--- config.mk ---
export PLATFORM = sky130hd
export DESIGN_NAME = motion_event_counter
export DESIGN_NICKNAME = d
export VERILOG_FILES = /design/src/rtl/mec_pkg.sv /design/src/rtl/mec_cfg.sv /design/src/rtl/mec_window.sv /design/src/rtl/mec_status.sv /design/src/rtl/motion_event_counter.sv
export SDC_FILE = /design/constraint.sdc
export NUM_CORES = 1
export LEC_CHECK = 0
export BUFFER_PORTS_ARGS = -buffer_cell sky130_fd_sc_hd__buf_2
export CORE_ASPECT_RATIO = 0.75
export CORE_MARGIN = 3
export CORE_UTILIZATION = 43
export DETAILED_ROUTE_END_ITERATION = 10
export PLACE_DENSITY_LB_ADDON = 0.25
export RECOVER_POWER = 25
export SETUP_SLACK_MARGIN = 0.2
export SLEW_MARGIN = 10
export SYNTH_ARGS = -nofsm -noshare
export SYNTH_HDL_FRONTEND = slang
export SYNTH_SLANG_ARGS = --single-unit
--- constraint.sdc ---
create_clock -name clk -period 5.3 [get_ports clk]
set_input_delay 0.53 -clock clk [delete_from_list [all_inputs] [get_ports clk]]
set_output_delay 0.53 -clock clk [all_outputs]
set_load 0.01 [all_outputs]
--- src/rtl/mec_pkg.sv ---
package mec_pkg;
  localparam int SMP_W     = 16;
  localparam int CNT_W     = 4;
  localparam int TMR_W     = 10;
  localparam int THR_W     = 8;
  localparam int THR_SHIFT = 7;
  localparam int REQ_W     = 3;
  localparam int NSRC      = 4;
  localparam int ADDR_W    = 4;

  localparam logic [ADDR_W-1:0] A_MODE = 4'h0;
  localparam logic [ADDR_W-1:0] A_SLO  = 4'h2;
  localparam logic [ADDR_W-1:0] A_SHI  = 4'h3;
  localparam logic [ADDR_W-1:0] A_STAT = 4'h4;
  localparam logic [ADDR_W-1:0] A_CNT  = 4'h5;
  localparam logic [ADDR_W-1:0] A_RATE = 4'h6;
  localparam logic [ADDR_W-1:0] A_FILT = 4'h7;
  localparam logic [ADDR_W-1:0] A_IEN  = 4'h9;
  localparam logic [ADDR_W-1:0] A_REQ  = 4'hA;
  localparam logic [ADDR_W-1:0] A_THU  = 4'hB;
  localparam logic [ADDR_W-1:0] A_THL  = 4'hC;
  localparam logic [ADDR_W-1:0] A_TLO  = 4'hD;
  localparam logic [ADDR_W-1:0] A_THI  = 4'hE;

  localparam int B_DATA = 0;
  localparam int B_TMR  = 1;
  localparam int B_AND  = 2;
  localparam int B_OR   = 3;
endpackage

--- src/rtl/mec_cfg.sv ---
module mec_cfg
  import mec_pkg::*;
#(
  parameter int TW = TMR_W,
  parameter int RW = REQ_W,
  parameter int HW = THR_W
) (
  input  logic              clk,
  input  logic              rst_n,
  input  logic              wr,
  input  logic [ADDR_W-1:0] addr,
  input  logic [7:0]        wdata,
  output logic              sleep_q,
  output logic              rate_q,
  output logic [1:0]        filt_q,
  output logic [NSRC-1:0]   ien_q,
  output logic [RW-1:0]     req_q,
  output logic [HW-1:0]     thu_q,
  output logic [HW-1:0]     thl_q,
  output logic [TW-1:0]     tmr_q
);
  logic            sleep_n, rate_n;
  logic [1:0]      filt_n;
  logic [NSRC-1:0] ien_n;
  logic [RW-1:0]   req_n;
  logic [HW-1:0]   thu_n, thl_n;
  logic [TW-1:0]   tmr_n;

  always_comb begin
    sleep_n = sleep_q;
    rate_n  = rate_q;
    filt_n  = filt_q;
    ien_n   = ien_q;
    req_n   = req_q;
    thu_n   = thu_q;
    thl_n   = thl_q;
    tmr_n   = tmr_q;
    if (wr) begin
      case (addr)
        A_MODE: sleep_n = wdata[0];
        A_RATE: rate_n  = wdata[0];
        A_FILT: filt_n  = wdata[1:0];
        A_IEN:  ien_n   = wdata[NSRC-1:0];
        A_REQ:  req_n   = wdata[RW-1:0];
        A_THU:  thu_n   = wdata[HW-1:0];
        A_THL:  thl_n   = wdata[HW-1:0];
        A_TLO:  tmr_n[7:0]    = wdata;
        A_THI:  tmr_n[TW-1:8] = wdata[TW-9:0];
        default: ;
      endcase
    end
  end

  always_ff @(posedge clk or negedge rst_n) begin
    if (!rst_n) begin
      sleep_q <= 1'b0;
      rate_q  <= 1'b0;
      filt_q  <= '0;
      ien_q   <= '0;
      req_q   <= '0;
      thu_q   <= '0;
      thl_q   <= '0;
      tmr_q   <= '0;
    end else begin
      sleep_q <= sleep_n;
      rate_q  <= rate_n;
      filt_q  <= filt_n;
      ien_q   <= ien_n;
      req_q   <= req_n;
      thu_q   <= thu_n;
      thl_q   <= thl_n;
      tmr_q   <= tmr_n;
    end
  end
endmodule

--- src/rtl/mec_window.sv ---
module mec_window
  import mec_pkg::*;
#(
  parameter int SW = SMP_W,
  parameter int CW = CNT_W,
  parameter int TW = TMR_W,
  parameter int HW = THR_W,
  parameter int HS = THR_SHIFT,
  parameter int RW = REQ_W
) (
  input  logic          clk,
  input  logic          rst_n,
  input  logic          acc,
  input  logic [SW-1:0] sample,
  input  logic [HW-1:0] thu,
  input  logic [HW-1:0] thl,
  input  logic [TW-1:0] tmr,
  input  logic [RW-1:0] req,
  input  logic          cnt_clr,
  output logic [CW-1:0] up_q,
  output logic [CW-1:0] lo_q,
  output logic          evt_tmr,
  output logic          evt_and,
  output logic          evt_or
);
  localparam int CMPW = SW + 2;
  localparam logic [CW-1:0] CMAX = {CW{1'b1}};

  logic signed [CMPW-1:0] s_ext, up_lim, lo_lim;
  logic                   above, below, expire;
  logic [CW-1:0]          up_b, lo_b, up_n, lo_n, req_x;
  logic                   run_q, run_n;
  logic [TW-1:0]          left_q, left_n;

  assign s_ext  = {{2{sample[SW-1]}}, sample};
  assign up_lim = {{(CMPW-HW-HS){1'b0}}, thu, {HS{1'b0}}};
  assign lo_lim = -$signed({{(CMPW-HW-HS){1'b0}}, thl, {HS{1'b0}}});
  assign above  = s_ext > up_lim;
  assign below  = s_ext < lo_lim;
  assign req_x  = {{(CW-RW){1'b0}}, req};

  always_comb begin
    expire = acc && run_q && (left_q == TW'(1));
    up_b   = (cnt_clr || expire) ? '0 : up_q;
    lo_b   = (cnt_clr || expire) ? '0 : lo_q;
    up_n   = (acc && above && up_b != CMAX) ? up_b + CW'(1) : up_b;
    lo_n   = (acc && below && lo_b != CMAX) ? lo_b + CW'(1) : lo_b;
    run_n  = run_q;
    left_n = left_q;
    if (acc) begin
      if (expire || !run_q) begin
        run_n  = (above || below) && (tmr != '0);
        left_n = tmr;
      end else begin
        left_n = left_q - TW'(1);
      end
    end
    evt_tmr = expire;
    evt_or  = acc && (req != '0) && ((up_n >= req_x) || (lo_n >= req_x));
    evt_and = acc && (req != '0) && (up_n >= req_x) && (lo_n >= req_x);
  end

  always_ff @(posedge clk or negedge rst_n) begin
    if (!rst_n) begin
      up_q   <= '0;
      lo_q   <= '0;
      run_q  <= 1'b0;
      left_q <= '0;
    end else begin
      up_q   <= up_n;
      lo_q   <= lo_n;
      run_q  <= run_n;
      left_q <= left_n;
    end
  end
endmodule

--- src/rtl/mec_status.sv ---
module mec_status
  import mec_pkg::*;
#(
  parameter int N = NSRC
) (
  input  logic         clk,
  input  logic         rst_n,
  input  logic [N-1:0] set,
  input  logic [N-1:0] clr,
  input  logic [N-1:0] ien,
  output logic [N-1:0] st_q,
  output logic         irq
);
  logic [N-1:0] st_n;

  always_comb st_n = (st_q & ~clr) | set;

  always_ff @(posedge clk or negedge rst_n) begin
    if (!rst_n) st_q <= '0;
    else        st_q <= st_n;
  end

  assign irq = |(st_q & ien);
endmodule

--- src/rtl/motion_event_counter.sv ---
module motion_event_counter
  import mec_pkg::*;
(
  input  logic              clk,
  input  logic              rst_n,
  input  logic              smp_valid,
  input  logic [SMP_W-1:0]  smp_data,
  input  logic              reg_wr,
  input  logic              reg_rd,
  input  logic [ADDR_W-1:0] reg_addr,
  input  logic [7:0]        reg_wdata,
  output logic [7:0]        reg_rdata,
  output logic              irq
);
  logic              sleep_q, rate_q;
  logic [1:0]        filt_q;
  logic [NSRC-1:0]   ien_q, st_q, st_set, st_clr;
  logic [REQ_W-1:0]  req_q;
  logic [THR_W-1:0]  thu_q, thl_q;
  logic [TMR_W-1:0]  tmr_q;
  logic [CNT_W-1:0]  up_cnt, lo_cnt;
  logic [2*CNT_W-1:0] cnt_byte;
  logic [SMP_W-1:0]  smp_q, smp_n;
  logic              acc, cnt_rd, evt_tmr, evt_and, evt_or;

  assign acc      = smp_valid && !sleep_q;
  assign cnt_rd   = reg_rd && (reg_addr == A_CNT);
  assign cnt_byte = {up_cnt, lo_cnt};

  mec_cfg u_cfg (
    .clk(clk), .rst_n(rst_n), .wr(reg_wr), .addr(reg_addr), .wdata(reg_wdata),
    .sleep_q(sleep_q), .rate_q(rate_q), .filt_q(filt_q), .ien_q(ien_q),
    .req_q(req_q), .thu_q(thu_q), .thl_q(thl_q), .tmr_q(tmr_q)
  );

  mec_window u_win (
    .clk(clk), .rst_n(rst_n), .acc(acc), .sample(smp_data),
    .thu(thu_q), .thl(thl_q), .tmr(tmr_q), .req(req_q), .cnt_clr(cnt_rd),
    .up_q(up_cnt), .lo_q(lo_cnt),
    .evt_tmr(evt_tmr), .evt_and(evt_and), .evt_or(evt_or)
  );

  always_comb begin
    st_set         = '0;
    st_set[B_DATA] = acc;
    st_set[B_TMR]  = evt_tmr;
    st_set[B_AND]  = evt_and;
    st_set[B_OR]   = evt_or;
    st_clr = (reg_wr && reg_addr == A_STAT) ? reg_wdata[NSRC-1:0] : '0;
  end

  mec_status u_st (
    .clk(clk), .rst_n(rst_n), .set(st_set), .clr(st_clr), .ien(ien_q),
    .st_q(st_q), .irq(irq)
  );

  always_comb smp_n = acc ? smp_data : smp_q;

  always_ff @(posedge clk or negedge rst_n) begin
    if (!rst_n) smp_q <= '0;
    else        smp_q <= smp_n;
  end

  always_comb begin
    reg_rdata = '0;
    if (reg_rd) begin
      case (reg_addr)
        A_MODE: reg_rdata = {7'b0, sleep_q};
        A_SLO:  reg_rdata = smp_q[7:0];
        A_SHI:  reg_rdata = smp_q[SMP_W-1:8];
        A_STAT: reg_rdata = {{(8-NSRC){1'b0}}, st_q};
        A_CNT:  reg_rdata = cnt_byte;
        A_RATE: reg_rdata = {7'b0, rate_q};
        A_FILT: reg_rdata = {6'b0, filt_q};
        A_IEN:  reg_rdata = {{(8-NSRC){1'b0}}, ien_q};
        A_REQ:  reg_rdata = {{(8-REQ_W){1'b0}}, req_q};
        A_THU:  reg_rdata = thu_q;
        A_THL:  reg_rdata = thl_q;
        A_TLO:  reg_rdata = tmr_q[7:0];
        A_THI:  reg_rdata = {{(16-TMR_W){1'b0}}, tmr_q[TMR_W-1:8]};
        default: reg_rdata = '0;
      endcase
    end
  end
endmodule

**Word level (Yosys, flattened, before mapping)**

Index checks and enable logic that the tools add are counted.
W data, S select, Z words.

- Multiplexer cells: 8
- Magnitude comparators: 4
- Equal/unequal tests: 15
- Add/subtract/negate cells: 4
- Reductions and logical operators: 34
- Bitwise operators: 4

Operators by type and width:

| cell | count |
|---|---|
| $pmux W8 S13 | 1 |
| $eq A4 B4 Y1 const B | 6 |
| $mux W4 | 5 |
| $reduce_and A2 Y1 | 10 |
| $lt A16 B18 Y1 | 1 |
| $neg A15 Y18 | 1 |
| $eq A4 B3 Y1 const B | 4 |
| $gt A16 B16 Y1 | 1 |
| $logic_and A1 B1 Y1 | 14 |
| $eq A10 B1 Y1 const B | 1 |
| $mux W10 | 1 |
| $reduce_bool A10 Y1 | 1 |
| $sub A10 B1 Y10 const B | 1 |
| $add A4 B1 Y4 const B | 2 |
| $and A4 B4 Y4 | 2 |
| $eq A4 B2 Y1 const B | 2 |
| $ge A4 B3 Y1 | 2 |
| $mux W8 | 1 |
| $ne A4 B4 Y1 const B | 2 |
| $logic_not A4 Y1 | 1 |
| $logic_or A1 B1 Y1 | 4 |
| $not A4 Y4 | 1 |
| $or A4 B4 Y4 | 1 |
| $reduce_or A4 Y1 | 1 |
| other kinds (2) | 3 |

- Output and inout bits: 9
- Logic and storage cells: 84
- Register bits after elaboration: 76

**Logic depth before layout (Yosys ltp)**

Gate-level depths: netlist (run 1).

- Depth in word-level cells: 13
- Gate-level depth with buffers: 19
- Mapped depth without buffers: 19

**By module**

A second synthesis (run 1) with hierarchy kept.

- Cells, all modules: 485
- Area total of the unflattened synthesis: 4,964.8 um^2

By module, submodules not included:

| module | seq. area each (um^2) | cells an instance | area each (um^2) | instances |
|---|---|---|---|---|
| mec_window | 475.5 | 233 | 1,910.6 | 1 |
| mec_cfg | 925.9 | 91 | 1,475.2 | 1 |
| motion_event_counter | 400.4 | 146 | 1,413.9 | 1 |
| mec_status | 100.1 | 15 | 165.2 | 1 |

**Least setup slack after synthesis (run 1)**

Ideal clock, no wire load.

- Kind: register -> register
- From: reg u_cfg.thl_q[2]
- To: reg u_st.st_q[3]
- Data arrival time: 3,843 ps
- Data required time: 5,170 ps
- Slack: 1,327 ps
- Setup time: 130 ps
- Clock period less this slack: 3,973 ps
- Stages on the path, launching flop included: 19
- Cells stage by stage: dfrtp_1 > nor2_1 > nand2_1 > or4_1 > xnor2_1 > ha_1 > nand4_2 > o22ai_1 > nor4_2 > mux2i_1 > o211ai_1 > xnor2_1 > ha_1 > nand2b_1 > a21o_1 > a21o_1 > a211o_1 > nor4_1 > o21ai_1

- Cells in the longest elaborated chain, start to end: 9

Ends and longest elaborated chain:

| what | line | RTL |
|---|---|---|
| start, declared | mec_cfg.sv:19 | `output logic [HW-1:0] thl_q,` |
| start signal, assigned | mec_cfg.sv:71 | `thl_q <= thl_n;` |
| $neg A15 Y18 | mec_window.sv:37 | `assign lo_lim = -$signed({{(CMPW-HW-HS){1'b0}}, thl, {HS{1'b0}}});` |
| $lt A16 B18 Y1 | mec_window.sv:39 | `assign below = s_ext < lo_lim;` |
| $logic_and A1 B1 Y1 (2 in a row) | mec_window.sv:47 | `lo_n = (acc && below && lo_b != CMAX) ? lo_b + CW'(1) : lo_b;` |
| $mux W4 | mec_window.sv:47 |  |
| $ge A4 B3 Y1 | mec_window.sv:59 | `evt_or = acc && (req != '0) && ((up_n >= req_x) \|\| (lo_n >= req_x));` |
| $logic_or A1 B1 Y1 | mec_window.sv:59 |  |
| $logic_and A1 B1 Y1 | mec_window.sv:59 |  |
| $or A4 B4 Y4 | mec_status.sv:16 | `always_comb st_n = (st_q & ~clr) \| set;` |
| net u_st.st_n[3] | mec_status.sv:14 | `logic [N-1:0] st_n;` |
| end signal, assigned | mec_status.sv:20 | `else st_q <= st_n;` |
| end, declared | mec_status.sv:11 | `output logic [N-1:0] st_q,` |

The timed path passes the listed nets, and every way through them passes these cells.
A chain may end at the register's enable or synchronous reset.

**Worst setup path in the final report (run 1)**

Same ends and word-level chain as after synthesis.

==> flow_summary.json, run 1 <==
{
  "timing.hold.ws_ns": 0.394,
  "cap_violations": 1,
  "synth_mux_area_share_pct": 10.6,
  "ir_worst_vdd_uv": 203,
  "slew_headroom_pct": -180,
  "hold_viol": 0,
  "place_ws_ns": 0.852,
  "io_pins": 42,
  "synthAdderAreaFrac_pct": 7.65,
  "nets": 632,
  "setup_viol": 0,
  "grt_usage_pct": 24.4,
  "stdcell_count": 714,
  "seq_area_frac_synth_pct": 38.8,
  "nFillCells": 1083,
  "power_frac_comb_pct": 33.2,
  "r2r-end": "u_st.st_q[3]",
  "grt_setup_unrepaired": "no",
  "syn_nets": 599,
  "cts_root_buf": "clkbuf_16",
  "yosys_warnings": 0,
  "fin_ws_ns": 0.741,
  "status": "complete, but fails checks",
  "coreArea_sq_um": 11000,
  "die_area_sq_um": 12700,
  "clk_pin_slew_ns": 0.06,
  "startpoint": "u_cfg.thl_q[2]",
  "firstDrtPassIters": 5,
  "slowest_delay_ns": 0.47,
  "cts_setup_buffers": 0,
  "tns_ns": 0,
  "cts_tree": "built",
  "synth-edff-count": 0,
  "drt_iter0_drc": 450,
  "cp.required_ns": 5.52,
  "fmax_ghz": 0.219,
  "power.switching_mw": 0.874,
  "ant_nets": 0,
  "initial_utilization_pct": 44.5,
  "period_share_pct": 86.0,
  "violations": "max-capacitance violations, max-slew violations",
  "placementRows": 33,
  "diodes": 0,
  "cts_buffer_depth": 2,
  "crit_fanout": 5,
  "synth_compound_area_share_pct": 16.1,
  "syn_to_final_growth_pct": 12.3,
  "drc": 0,
  "hold_path_class": "input pin to flip-flop",
  "clkPwrFrac_pct": 26.7,
  "worstPathArrival_ns": 4.77,
  "cp_cell_sequence": "nor2_1 -> nand2_1 -> or4_1 -> xnor2_1 -> ha_1 -> nand4_2 -> o22ai_1 -> nor4_2 -> mux2i_1 -> o211ai_1 -> xnor2_1 -> ha_1 -> nand2b_1 -> a21o_1 -> a21o_1 -> a211o_1 -> nor4_1 -> o21ai_1",
  "ff2ff_setup_slack_ns": 0.74,
  "clk_latency_ns": 0.35,
  "grt_pass1_wl_um": 23600,
  "crit_path_start_kind": "flip-flop",
  "synth_xor_area_share_pct": 1.79,
  "ctsHoldBuffers": 0,
  "p_int_mw": 1.47,
  "gp_congestion": 0.850,
  "synth_top_area_share_pct": 38.8,
  "synth_area_sq_um": 4900,
  "overflow": 0,
  "worstSetupPathDepth": 18,
  "crit_family": "simple AND/OR/NAND/NOR gates",
  "die_height_um": 98.5,
  "synth_seq_cells": 76,
  "synth_top_family_by_area": "simple AND/OR/NAND/NOR gates",
  "fp.dieW_um": 129,
  "htreeDepth": 3,
  "p_per_area_nw_per_um2": 425,
  "endpoint": "u_st.st_q[3]",
  "fin_crit_ns": 4.56,
  "netlist_instances": 536,
  "r2r-start": "u_cfg.thl_q[2]",
  "cts_buffers": 9,
  "power_leakage_nw": 2.50,
  "viasPerCell": 6.03,
  "synth_ff_type": "dfrtp_1",
  "dpl.hpwl_um": 10800,
  "drive_above_1_share_pct": 20.2,
  "wire_per_inst_um": 20.8,
  "vias": 4304,
  "grt_antenna_before_repair": 0,
  "r2r_cells": 18,
  "tightest_slew_ns": 4.20,
  "grt_pass1_vias": 4216,
  "grt_start_max_net_pins": 77,
  "worst-path-buf-inv": 0,
  "slowest_stage": "or4_1",
  "synth-async-reset-ratio_pct": 100,
  "synth_cell_types": 65,
  "place_inst": 698,
  "p_sw_share_pct": 37.3,
  "synthSimpleGateAreaFrac_pct": 20.7,
  "fin_skew_ns": 0.00758,
  "cts_resized": 0,
  "io_buffers": 41,
  "end_kind": "flip-flop",
  "postSynthAreaPerCell_sq_um": 9.15,
  "fin_util_pct": 50.0,
  "critPathKind": "flip-flop to flip-flop",
  "clock_sinks": 76,
  "p_seq_share_pct": 40.1,
  "wirelength_um": 14800,
  "netlist.top_cell.by_area": "dfrtp_1",
  "drv_slew": 77,
  "ys_top_cells_by_area": "dfrtp_1 39%, mux2_2 8.0%, ha_1 7.7%"
}
==> area by class of cell <==
class	instances	area [sq um]	share of cell area, %
multi-input combinational	409	2790	50.6
sequential	76	1900	34.5
inverter	26	97.6	1.77
clock buffer	12	246	4.48
timing repair buffer	47	249	4.52
tap	140	175	3.18
clock inverter	4	48.8	0.886
==> cells in the final DEF, fill, tap and decap left out, drive strengths merged, types with 6 or more instances in the layout <==
cell    instances
nor2b           9
nor3           11
a22oi          10
a31oi           7
dfrtp          76
nor2           34
nand2          95
nand2b          8
clkbuf         13
mux2i          12
nor3b           6
ha             30
o21ai          40
nor4           11
nand3          11
inv            26
mux2           35
a21oi          23
xnor2           7
buf            46
==> worst min path at each step <==
| stage | start | end | slack (ns) | depth (start not counted) |
|---|---|---|---|---|
| after floorplan | rst_n | smp_q[0] | 0.23 | 0 |
| after global placement | smp_q[12] | smp_q[12] | 0.46 | 2 |
| after detailed placement | smp_q[14] | smp_q[14] | 0.47 | 2 |
| after CTS | smp_data[2] | smp_q[2] | 0.38 | 3 |
| after global routing | smp_data[0] | smp_q[0] | 0.41 | 3 |
| final | smp_data[2] | smp_q[2] | 0.39 | 3 |
==> power by group through the flow <==
stage               Clock, mW  Combinational [mW]  Sequential [mW]
detailed placement          0               0.769            0.940
floorplan                   0               0.594            0.857
finish                  0.625               0.776            0.939
CTS                     0.637               0.773            0.932
global route            0.661               0.880            0.958
global placement            0               0.738            0.934
==> per-layer routing <==
metal	track usage, %	vias to the layer above	wire, um
met5	0	-	0
met4	6.86	0	263
met3	5.58	17	1100
met2	35.8	155	6520
met1	36.2	2154	6930
li1	-	1978	-
==> cell usage after synthesis, drive strengths merged, types with 2 or more instances <==
cell type	instances
a2111oi	2
a22oi	10
a21o	4
xnor2	7
nor4	11
o21ai	40
buf	12
xor2	3
a211oi	3
mux2i	12
nand2b	8
a31oi	7
nand2	95
inv	26
a31o	2
nor2	34
o31ai	3
or4	4
o211ai	3
o311ai	2
nand4	4
or2b	2
a22o	2
nor3	11
nand3	11
nor3b	6
o221a	4
o22ai	4
nor4b	2
and2	4
nor2b	9
a21oi	23
mux2	35
clkbuf	13
ha	30
dfrtp	76
==> flip-flops by register name (all words and copies together), names as in the netlist, 4 cells and up <==
signal        cells
u_cfg.tmr_q      10
smp_q            16
u_win.left_q     10
u_win.up_q        4
u_cfg.thl_q       8
u_win.lo_q        4
u_st.st_q         4
u_cfg.thu_q       8
u_cfg.ien_q       4
==> logic make-up (layout without fill, tap and decap cells) <==
logic type | after synthesis | count (layout)
flip-flops | 76 | 76
multiplexers | 47 | 47
AND/OR/NAND/NOR | 206 | 206
XOR/XNOR | 10 | 10
buffers and inverters | 51 | 89
adder cells (fa/ha/maj) | 30 | 30
AO/OA/AOI/OAI | 116 | 116
==> tightest hold or removal path, stage by stage <==
cell	delay [ns]
buf_2	0.09
nand2_1	0.04
nand2_1	0.05
==> through the flow <==
stage | area (sq um) | total power, mW
6_report | 5510 | 2.34
3_3_place_gp | 5220 | 1.67
5_1_grt | 5510 | 2.50
2_1_floorplan | 4900 | 1.45
4_1_cts | 5510 | 2.34
3_5_place_dp | 5220 | 1.71
No activity file was read; power rests on OpenSTA's default activity.
==> run 2: changes to the inputs <==
--- a/config.mk
+++ b/config.mk
@@ -10,7 +10,7 @@
 export CORE_MARGIN = 3
 export CORE_UTILIZATION = 43
 export DETAILED_ROUTE_END_ITERATION = 10
-export PLACE_DENSITY_LB_ADDON = 0.25
+export PLACE_DENSITY = 0.65
 export RECOVER_POWER = 25
 export SETUP_SLACK_MARGIN = 0.2
 export SLEW_MARGIN = 10
==> run 2 against run 1 <==
Against the previous run: the run still ends with max-capacitance violations, max-slew violations left; die area did not move; total power rose by 1.4%; worst hold slack improved by 0.0062 ns; largest cell class unchanged.
==> flow_summary.json, run 2 (synthesis gave the netlist of run 1 again) <==
{
  "critPathKind": "flip-flop to flip-flop",
  "cts_root_buf": "clkbuf_16",
  "fin_util_pct": 50.1,
  "syn_to_final_growth_pct": 12.6,
  "cts_tree": "built",
  "fin_skew_ns": 0.00439,
  "drv_slew": 77,
  "period_share_pct": 83.6,
  "die_area_sq_um": 12700,
  "largest_reg_flops": 16,
  "gp_congestion": 0.884,
  "placementRows": 33,
  "wire_per_inst_um": 19.9,
  "coreArea_sq_um": 11000,
  "hold_path_class": "input pin to flip-flop",
  "diodes": 0,
  "ctsHoldBuffers": 0,
  "grt_antenna_before_repair": 0,
  "wirelength_um": 14200,
  "ant_nets": 0,
  "io_pins": 42,
  "grt_pass1_vias": 4180,
  "cts_resized": 0,
  "cts_buffer_depth": 2,
  "htreeDepth": 3,
  "cp.required_ns": 5.51,
  "drt_iter0_drc": 451,
  "p_per_area_nw_per_um2": 430,
  "grt_setup_unrepaired": "no",
  "clock_sinks": 76,
  "hold_start": "smp_data[4]",
  "die_height_um": 98.5,
  "hold_viol": 0,
  "worstPathArrival_ns": 4.64,
  "firstDrtPassIters": 5,
  "reg_top3": "smp_q (16), u_cfg.tmr_q (10), u_win.left_q (10)",
  "fin_crit_ns": 4.43,
  "grt_pass1_wl_um": 22800,
  "nets": 630,
  "r2r-start": "u_cfg.thl_q[3]",
  "crit_path_start_kind": "flip-flop",
  "ir_worst_vdd_uv": 216,
  "cts_setup_buffers": 0,
  "p_total_mw": 2.37,
  "cap_violations": 1,
  "startpoint": "u_cfg.thl_q[3]",
  "layout_common_cells": "95 x nand2_1, 76 x dfrtp_1, 40 x buf_2, 36 x o21ai_0, 35 x mux2_2",
  "fmax_ghz": 0.226,
  "regMostFlops": "smp_q",
  "seq_area_sq_um": 1900,
  "status": "complete, but fails checks",
  "grt_usage_pct": 23.3,
  "final_common_cell": "nand2_1",
  "clk_pin_slew_ns": 0.06,
  "multi_input_area_sq_um": 2790,
  "slew_headroom_pct": -176,
  "tns_ns": 0,
  "dpl.hpwl_um": 10500,
  "io_buffers": 41,
  "drive_above_1_share_pct": 20.3,
  "end_kind": "flip-flop",
  "cts_buffers": 9,
  "drc": 0,
  "fp.dieW_um": 129,
  "viasPerCell": 5.94,
  "vias": 4232,
  "crit_fanout": 4,
  "tightest_slew_ns": 4.14,
  "grt_start_max_net_pins": 77,
  "violations": "max-capacitance violations, max-slew violations",
  "power_leakage_nw": 2.50,
  "initial_utilization_pct": 44.5,
  "nFillCells": 1044,
  "setup_viol": 0,
  "overflow": 0,
  "clk_latency_ns": 0.34
}
-- run 2: layer usage --
| layer | global-route usage [%] | routed length [um] |
|---|---|---|
| met1 | 35.1 | 6910 |
| met2 | 34.9 | 6260 |
| met3 | 4.17 | 855 |
| met4 | 5.73 | 138 |
| met5 | 0 | 0 |
-- run 2: final timing paths --
path,to,slack (ns),depth (start not counted)
setup / recovery,u_st.st_q[3],0.87,18
hold / removal,smp_q[4],0.40,3
setup reg to reg,u_st.st_q[3],0.87,18
hold reg to reg,smp_q[14],0.47,2
max in group asynchronous,u_cfg.req_q[2],1.33,1
min in group asynchronous,smp_q[6],1.65,1
-- run 2: layout make-up --
type                       count  share of cell area (%)
inverter                      26                    1.77
multi-input combinational    409                    50.5
tap                          140                    3.17
timing repair buffer          45                    4.24
sequential                    76                    34.4
clock buffer                  10                    4.33
clock inverter                 6                    1.59
-- run 2: critical path, cell delays in order, from the launching register on --
cell	delay, ns
dfrtp_1	0.41
nor2_1	0.19
nand2_1	0.12
or4_1	0.46
xnor2_1	0.16
ha_1	0.29
nand4_2	0.11
o22ai_1	0.10
nor4_2	0.39
mux2i_1	0.28
o211ai_1	0.20
xnor2_1	0.30
ha_1	0.28
nand2b_1	0.14
a21o_1	0.17
a21o_1	0.18
a211o_1	0.26
nor4_1	0.18
o21ai_1	0.10
-- run 2: power by group --
group          internal [mW]  switching, mW
registers              0.744          0.195
clock network          0.424          0.246
logic                  0.345          0.419
-- run 2: through the flow --
| stage | hold slack [ns] | setup WS [ns] | area (sq um) | std cells |
|---|---|---|---|---|
| global placement | 0.462 | 1.07 | 5200 | 696 |
| global route | 0.416 | 0.422 | 5520 | 712 |
| CTS | 0.395 | 0.856 | 5530 | 712 |
| detailed placement | 0.465 | 0.883 | 5200 | 696 |
| floorplan | 0.234 | 1.33 | 4900 | 536 |
| finish | 0.400 | 0.872 | 5520 | 712 |
